## src/rtl/cmptrig_pkg.sv

```systemverilog
package cmptrig_pkg;
  localparam int CW = 32;

  // prescale terminal count: 0 selects the full 2^CW division
  function automatic logic [CW-1:0] psc_limit(input logic [CW-1:0] val);
    return (val == '0) ? '1 : val;
  endfunction

  // compare advance, modulo 2^CW
  function automatic logic [CW-1:0] cmp_advance(input logic [CW-1:0] val,
                                                 input logic [CW-1:0] step);
    return val + step;
  endfunction

  // a match counts only on the cycle the count moves onto the value
  function automatic logic cmp_hit(input logic tick,
                                   input logic [CW-1:0] nxt,
                                   input logic [CW-1:0] val);
    return tick && (nxt == val);
  endfunction
endpackage

```

## src/rtl/cmptrig_timebase.sv

```systemverilog
module cmptrig_timebase
  import cmptrig_pkg::*;
(
  input  logic          clk,
  input  logic          rst_n,
  input  logic          psc_wr,
  input  logic [CW-1:0] psc_val,
  output logic          tick,
  output logic [CW-1:0] cnt_nxt
);
  logic [CW-1:0] psc_q;
  logic [CW-1:0] phase_q;
  logic [CW-1:0] cnt_q;

  assign tick    = (phase_q == psc_limit(psc_q));
  assign cnt_nxt = cnt_q + 1'b1;

  always_ff @(posedge clk or negedge rst_n) begin
    if (!rst_n) begin
      psc_q   <= '0;
      phase_q <= '0;
    end else if (psc_wr) begin
      psc_q   <= psc_val;
      phase_q <= '0;
    end else if (tick) begin
      phase_q <= '0;
    end else begin
      phase_q <= phase_q + 1'b1;
    end
  end

  always_ff @(posedge clk or negedge rst_n) begin
    if (!rst_n)    cnt_q <= '0;
    else if (tick) cnt_q <= cnt_nxt;
  end

  // the count moves only on a prescale wrap, and then by one
  a_r2_hold_between_ticks: assert property (@(posedge clk) disable iff (!rst_n)
    !tick |=> $stable(cnt_q));
  a_r2_step_by_one: assert property (@(posedge clk) disable iff (!rst_n)
    tick |=> (cnt_q == $past(cnt_q) + 1'b1));
endmodule

```

## src/rtl/cmptrig_chan.sv

```systemverilog
module cmptrig_chan
  import cmptrig_pkg::*;
(
  input  logic          clk,
  input  logic          rst_n,
  input  logic          tick,
  input  logic [CW-1:0] cnt_nxt,
  input  logic          wr_set,
  input  logic          wr_clr,
  input  logic          wr_step,
  input  logic [CW-1:0] wr_data,
  input  logic          evt_en,
  input  logic          ac_en,
  input  logic          sw_clr,
  output logic          flag,
  output logic          set_hit,
  output logic          clr_hit
);
  logic [CW-1:0] set_q, clr_q, step_q;
  logic          flag_q;

  assign set_hit = cmp_hit(tick, cnt_nxt, set_q);
  assign clr_hit = ac_en && cmp_hit(tick, cnt_nxt, clr_q);
  assign flag    = flag_q;

  always_ff @(posedge clk or negedge rst_n) begin
    if (!rst_n) begin
      set_q  <= '0;
      clr_q  <= '0;
      step_q <= '0;
    end else begin
      if (wr_step)      step_q <= wr_data;
      if (wr_set)       set_q  <= wr_data;
      else if (set_hit) set_q  <= cmp_advance(set_q, step_q);
      if (wr_clr)       clr_q  <= wr_data;
      else if (clr_hit) clr_q  <= cmp_advance(clr_q, step_q);
    end
  end

  // clear match outranks set match, set match outranks software clear
  always_ff @(posedge clk or negedge rst_n) begin
    if (!rst_n)                  flag_q <= 1'b0;
    else if (clr_hit)            flag_q <= 1'b0;
    else if (set_hit && evt_en)  flag_q <= 1'b1;
    else if (sw_clr)             flag_q <= 1'b0;
  end

  a_r3_set_raises: assert property (@(posedge clk) disable iff (!rst_n)
    (set_hit && evt_en && !clr_hit) |=> flag_q);
  a_r3_set_advances: assert property (@(posedge clk) disable iff (!rst_n)
    (set_hit && !wr_set) |=> (set_q == $past(set_q) + $past(step_q)));
  a_r4_clr_advances: assert property (@(posedge clk) disable iff (!rst_n)
    (clr_hit && !wr_clr) |=> (clr_q == $past(clr_q) + $past(step_q)));
  a_r5_clear_wins: assert property (@(posedge clk) disable iff (!rst_n)
    clr_hit |=> !flag_q);
  a_r7_no_rise_disabled: assert property (@(posedge clk) disable iff (!rst_n)
    !evt_en |=> !$rose(flag_q));
endmodule

```

## src/rtl/cmptrig_edge.sv

```systemverilog
module cmptrig_edge (
  input  logic clk,
  input  logic rst_n,
  input  logic evt,
  input  logic rise_sel,
  output logic pulse
);
  logic prev_q;

  always_ff @(posedge clk or negedge rst_n) begin
    if (!rst_n) prev_q <= 1'b0;
    else        prev_q <= evt;
  end

  assign pulse = rise_sel ? (evt && !prev_q) : (!evt && prev_q);

  // a pulse marks a real change of the line since the last cycle
  a_r9_pulse_on_change: assert property (@(posedge clk) disable iff (!rst_n)
    pulse |-> (evt != prev_q));
endmodule

```

## src/rtl/cmptrig_top.sv

```systemverilog
module cmptrig_top
  import cmptrig_pkg::*;
#(
  parameter int NUM_CH = 4,
  parameter int ADDR_W = 5
) (
  input  logic              clk,
  input  logic              rst_n,
  input  logic              wr_en,
  input  logic [ADDR_W-1:0] wr_addr,
  input  logic [CW-1:0]     wr_data,
  output logic [NUM_CH-1:0] evt_line,
  output logic [NUM_CH-1:0] cpu_irq,
  output logic [NUM_CH-1:0] adc_trig
);
  localparam int LANE      = 4;
  localparam int A_PSC     = 0;
  localparam int A_CTRL    = 1;
  localparam int A_FCLR    = 2;
  localparam int CH_BASE   = 16;
  localparam int CH_STRIDE = 4;

  logic              tick;
  logic [CW-1:0]     cnt_nxt;
  logic [NUM_CH-1:0] evt_en_q, ac_en_q, irq_en_q, rise_q;
  logic [NUM_CH-1:0] sw_clr, set_hit, clr_hit;
  logic              psc_wr, ctrl_wr;

  assign psc_wr  = wr_en && (int'(wr_addr) == A_PSC);
  assign ctrl_wr = wr_en && (int'(wr_addr) == A_CTRL);
  assign sw_clr  = (wr_en && (int'(wr_addr) == A_FCLR)) ? wr_data[NUM_CH-1:0] : '0;

  always_ff @(posedge clk or negedge rst_n) begin
    if (!rst_n) begin
      evt_en_q <= '0;
      ac_en_q  <= '0;
      irq_en_q <= '0;
      rise_q   <= '0;
    end else if (ctrl_wr) begin
      evt_en_q <= wr_data[0*LANE +: NUM_CH];
      ac_en_q  <= wr_data[1*LANE +: NUM_CH];
      irq_en_q <= wr_data[2*LANE +: NUM_CH];
      rise_q   <= wr_data[3*LANE +: NUM_CH];
    end
  end

  cmptrig_timebase u_tb (
    .clk     (clk),
    .rst_n   (rst_n),
    .psc_wr  (psc_wr),
    .psc_val (wr_data),
    .tick    (tick),
    .cnt_nxt (cnt_nxt)
  );

  for (genvar ch = 0; ch < NUM_CH; ch++) begin : g_ch
    localparam int BASE = CH_BASE + ch * CH_STRIDE;
    logic wr_set, wr_clr, wr_step;
    assign wr_set  = wr_en && (int'(wr_addr) == BASE + 0);
    assign wr_clr  = wr_en && (int'(wr_addr) == BASE + 1);
    assign wr_step = wr_en && (int'(wr_addr) == BASE + 2);

    cmptrig_chan u_chan (
      .clk     (clk),
      .rst_n   (rst_n),
      .tick    (tick),
      .cnt_nxt (cnt_nxt),
      .wr_set  (wr_set),
      .wr_clr  (wr_clr),
      .wr_step (wr_step),
      .wr_data (wr_data),
      .evt_en  (evt_en_q[ch]),
      .ac_en   (ac_en_q[ch]),
      .sw_clr  (sw_clr[ch]),
      .flag    (evt_line[ch]),
      .set_hit (set_hit[ch]),
      .clr_hit (clr_hit[ch])
    );

    cmptrig_edge u_edge (
      .clk      (clk),
      .rst_n    (rst_n),
      .evt      (evt_line[ch]),
      .rise_sel (rise_q[ch]),
      .pulse    (adc_trig[ch])
    );

    assign cpu_irq[ch] = evt_line[ch] && irq_en_q[ch];

    // an interrupt is never raised without the flag behind it
    a_r8_irq_needs_flag: assert property (@(posedge clk) disable iff (!rst_n)
      cpu_irq[ch] |-> evt_line[ch]);
    // masking the interrupt leaves a set match visible on the line
    a_r7_line_ignores_mask: assert property (@(posedge clk) disable iff (!rst_n)
      (set_hit[ch] && evt_en_q[ch] && !clr_hit[ch] && !irq_en_q[ch]) |=> evt_line[ch]);
  end
endmodule

```

## config.mk

```make
export PLATFORM = sky130hd
export DESIGN_NAME = cmptrig_top
export DESIGN_NICKNAME = d
export VERILOG_FILES = /design/src/rtl/cmptrig_pkg.sv /design/src/rtl/cmptrig_timebase.sv /design/src/rtl/cmptrig_chan.sv /design/src/rtl/cmptrig_edge.sv /design/src/rtl/cmptrig_top.sv
export SDC_FILE = /design/constraint.sdc
export NUM_CORES = 2
export LEC_CHECK = 0
export CAP_MARGIN = 20
export CORE_MARGIN = 4
export CORE_UTILIZATION = 60
export DETAILED_ROUTE_END_ITERATION = 16
export GPL_TIMING_DRIVEN = 0
export PLACE_DENSITY = 0.78
export SLEW_MARGIN = 20
export SYNTH_ARGS = -nofsm -noshare
export SYNTH_HDL_FRONTEND = slang
export SYNTH_SLANG_ARGS = --single-unit
```

## constraint.sdc

```tcl
create_clock -name clk -period 4.2 [get_ports clk]
set_input_delay 0.84 -clock clk [delete_from_list [all_inputs] [get_ports clk]]
set_output_delay 0.84 -clock clk [all_outputs]
set_load 0.02 [all_outputs]
```

==> qor.txt <==
DR iter-0 viols: 4,867
hold_ws: 105 ps
Final Power: 22.7 mW
mapped cell area: 0.0392 mm^2
WP data arrival: 4680 ps
top cells by count, synth: dfrtp_1, nand2_1, a21oi_1, nor2_1, o21ai_0
first-pass GRT wire length: 221,000 um
Slowest cell on crit path: dfrtp_2
Final setup viols: 0
fin. max-slew vios: 0
CP Capture Type: flop
core area: 0.0646 mm^2
hold_buf cts: 0
Routed Antenna Nets: 0
root buffer cell: clkbuf_16
Critical Path RT: 4710 ps
Clk pin slew, worst setup/hold paths: 70 ps
Avg Inst Size Synth: 8.81 um^2
DR vias/cell: 6.79
fin crit share: 0.993
cell area after layout: 0.0445 mm^2
placed cell areas: 0.0412 mm^2
Seq/Total Area, Yosys: 0.322
row count: 93
routed wire length: 151,000 um
RePlAce Congestion: 1.15
async set-reset flop share out of synthesis: 1.00
CTS tree: built
htree depth: 2
pwr dens: 511 mW/mm^2
CTS Buf Count: 59
synth top area cells: dfrtp_1, ha_1, xnor2_1
most frequent cell after synthesis: dfrtp_1
slew margin rel.: 0.135
Yosys Warn Count: 0
RSZ-0062 raised after global routing: yes
Net count, final: 4,931
total global routing overflow: 0
clk sinks: 504
outcome: finished clean
actual slew at the worst max-slew pin: 1290 ps
Port Buffers: 48
post-synth top area share: 0.322
Clock Path Buffers: 3
cell taking the most area after synthesis: dfrtp_1
Synth Flop Type: dfrtp_1
Finished Layout Cells: 5,541
io pins: 52
Synth Instances: 4,452
share of cells above drive strength 1: 0.124
DR pass1 iterations: 9
Leakage: 19.1 nW
vias in the first global route: 34,772
clk_lat worst skew: 660 ps
Placed Cells incl. Taps: 5,371
crit path launch type: flop
Hold Vio Cnt, Final: 0
post-synthesis net count: 4,750
# DRC: 0
max_cap viols: 0
largest net degree at the start of global routing: 97
dpl hpwl: 111,000 um
Buf+Inv Stages, Crit Path: 5
Yosys cell types: 92
Starting Density: 0.607
Critical Path Fanout Max: 10
Peak Freq: 240 MHz
Die Y: 264 um
Area Growth Syn to Fin: 13.4%
Worst Skew: 30.8 ps
via count: 37,651
CP peak stage delay: 440 ps
Fin Setup TNS: 0 ps
Final Critical Period: 4170 ps
WL/cell: 27.2 um
Die Width: 264 um
Hold Path Class: in -> async
die area: 0.0695 mm^2
Yosys reg bits: 504
Tot GR Track Use: 0.418
EDFF count, synth: 0
CP Cell Sequence: ha_4, buf_4, nand4_4, nor4_4, and3_1, buf_4, xnor2_2, buf_6, xor2_1, nand4_1, nor4_2, and4_1, buf_2, buf_6, mux2i_1, o21ai_0
critical path class: reg -> reg
Max VDD drop: 442 uV
CP top delay family: simple AND/OR/NAND/NOR gates
initial antenna violation count: 8
kinds of logic after synthesis:
family                     after synthesis  share of synthesized area
xor gates and xnor gates               556                      0.127
DFF                                    504                      0.322
and+or+nand+nor                       1389                      0.174
muxes                                  310                     0.0847
AOI/OAI and AO/OA                     1118                      0.175
adders and majority gates              258                     0.0839
buffers and inverters                  317                     0.0341
per-layer routing:
layer	routed length (um)	track usage	vias to the layer above	part of all wire
met1	57400	0.560	18014	0.38
met5	74	0	-	0.00049
met4	11100	0.238	12	0.074
met2	59400	0.580	2561	0.39
li1	-	-	16452	-
met3	22800	0.155	612	0.15
report_power, final:
part | leakage, nW | total (mW) | switching [mW] | internal (mW)
clock | 0.986 | 5.53 | 2.34 | 3.19
sequential | 6.08 | 7.20 | 1.43 | 5.77
combinational | 12.1 | 10.0 | 5.59 | 4.41
layout make-up:
cell class              instances  area, um^2
diodes                          4        10.0
plain buffers                 212        1070
clock buffers                  79        1640
clock inverters                31         388
fillers                      5173       20100
inverters                      96         360
multi-input cells            3631       26000
flip-flops and latches        504       12600
well taps                     855        1070
repair buffers                129        1340
flip-flops by register name (all words and copies together), names as in the netlist, 32 cells and up:
register	flops
g_ch.u_chan.clr_q	128
g_ch.u_chan.set_q	128
g_ch.u_chan.step_q	128
u_tb.cnt_q	32
u_tb.phase_q	32
u_tb.psc_q	32
worst reg2reg max path, cell delays in order (launching register included):
cell,delay (ps)
dfrtp_2,440
ha_4,180
buf_4,120
nand4_4,200
nor4_4,300
and3_1,220
buf_4,190
xnor2_2,260
buf_6,240
xor2_1,180
nand4_1,210
nor4_2,390
and4_1,240
buf_2,280
buf_6,250
mux2i_1,230
o21ai_0,100
cells in the final DEF (no fill, tap or decap), drive strengths merged, types with 28 or more instances in the layout:
cell             n
buf            137
ha             250
inv            104
o31ai           32
a2111oi         32
nand2          463
nor4            58
a21o           106
clkdlybuf4s50   47
o21bai          28
nand4           79
a21oi          330
o21ai          335
a31oi           50
mux2           175
nor2b           37
xnor2          302
nor3            88
o21a            43
and3            52
nand3          106
clkbuf         236
nand2b          37
dfrtp          504
xor2           254
nor2           318
mux2i          135
or3             36
worst paths after layout:
kind / startpoint / endpoint / depth (start not counted) / slack, ps
worst max-delay path: u_tb.cnt_q[1] / g_ch[1].u_chan.clr_q[24] / 16 / 30
worst min-delay path: rst_n / u_tb.phase_q[14] / 1 / 110
worst max register to register: u_tb.cnt_q[1] / g_ch[1].u_chan.clr_q[24] / 16 / 30
worst min register to register: irq_en_q[1] / irq_en_q[1] / 1 / 500
max in group asynchronous: rst_n / g_ch[2].u_chan.clr_q[21] / 4 / 2270
min in group clk: irq_en_q[1] / irq_en_q[1] / 1 / 500
through the flow:
stage          worst slack (ps)  utilization
6_report                   30.2        0.689
5_1_grt                   -58.2        0.689
4_1_cts                   0.311        0.678
3_5_place_dp               -932        0.639
3_3_place_gp             -20690        0.631
2_1_floorplan               641            -
what timing repair did:
item / CTS / global route
pin swaps: 16 / 16
setup buffers: 31 / 34
gates resized for setup: 58 / 90
setup endpoints to repair: 285 / 258
Power figures use the tool's default switching activity.
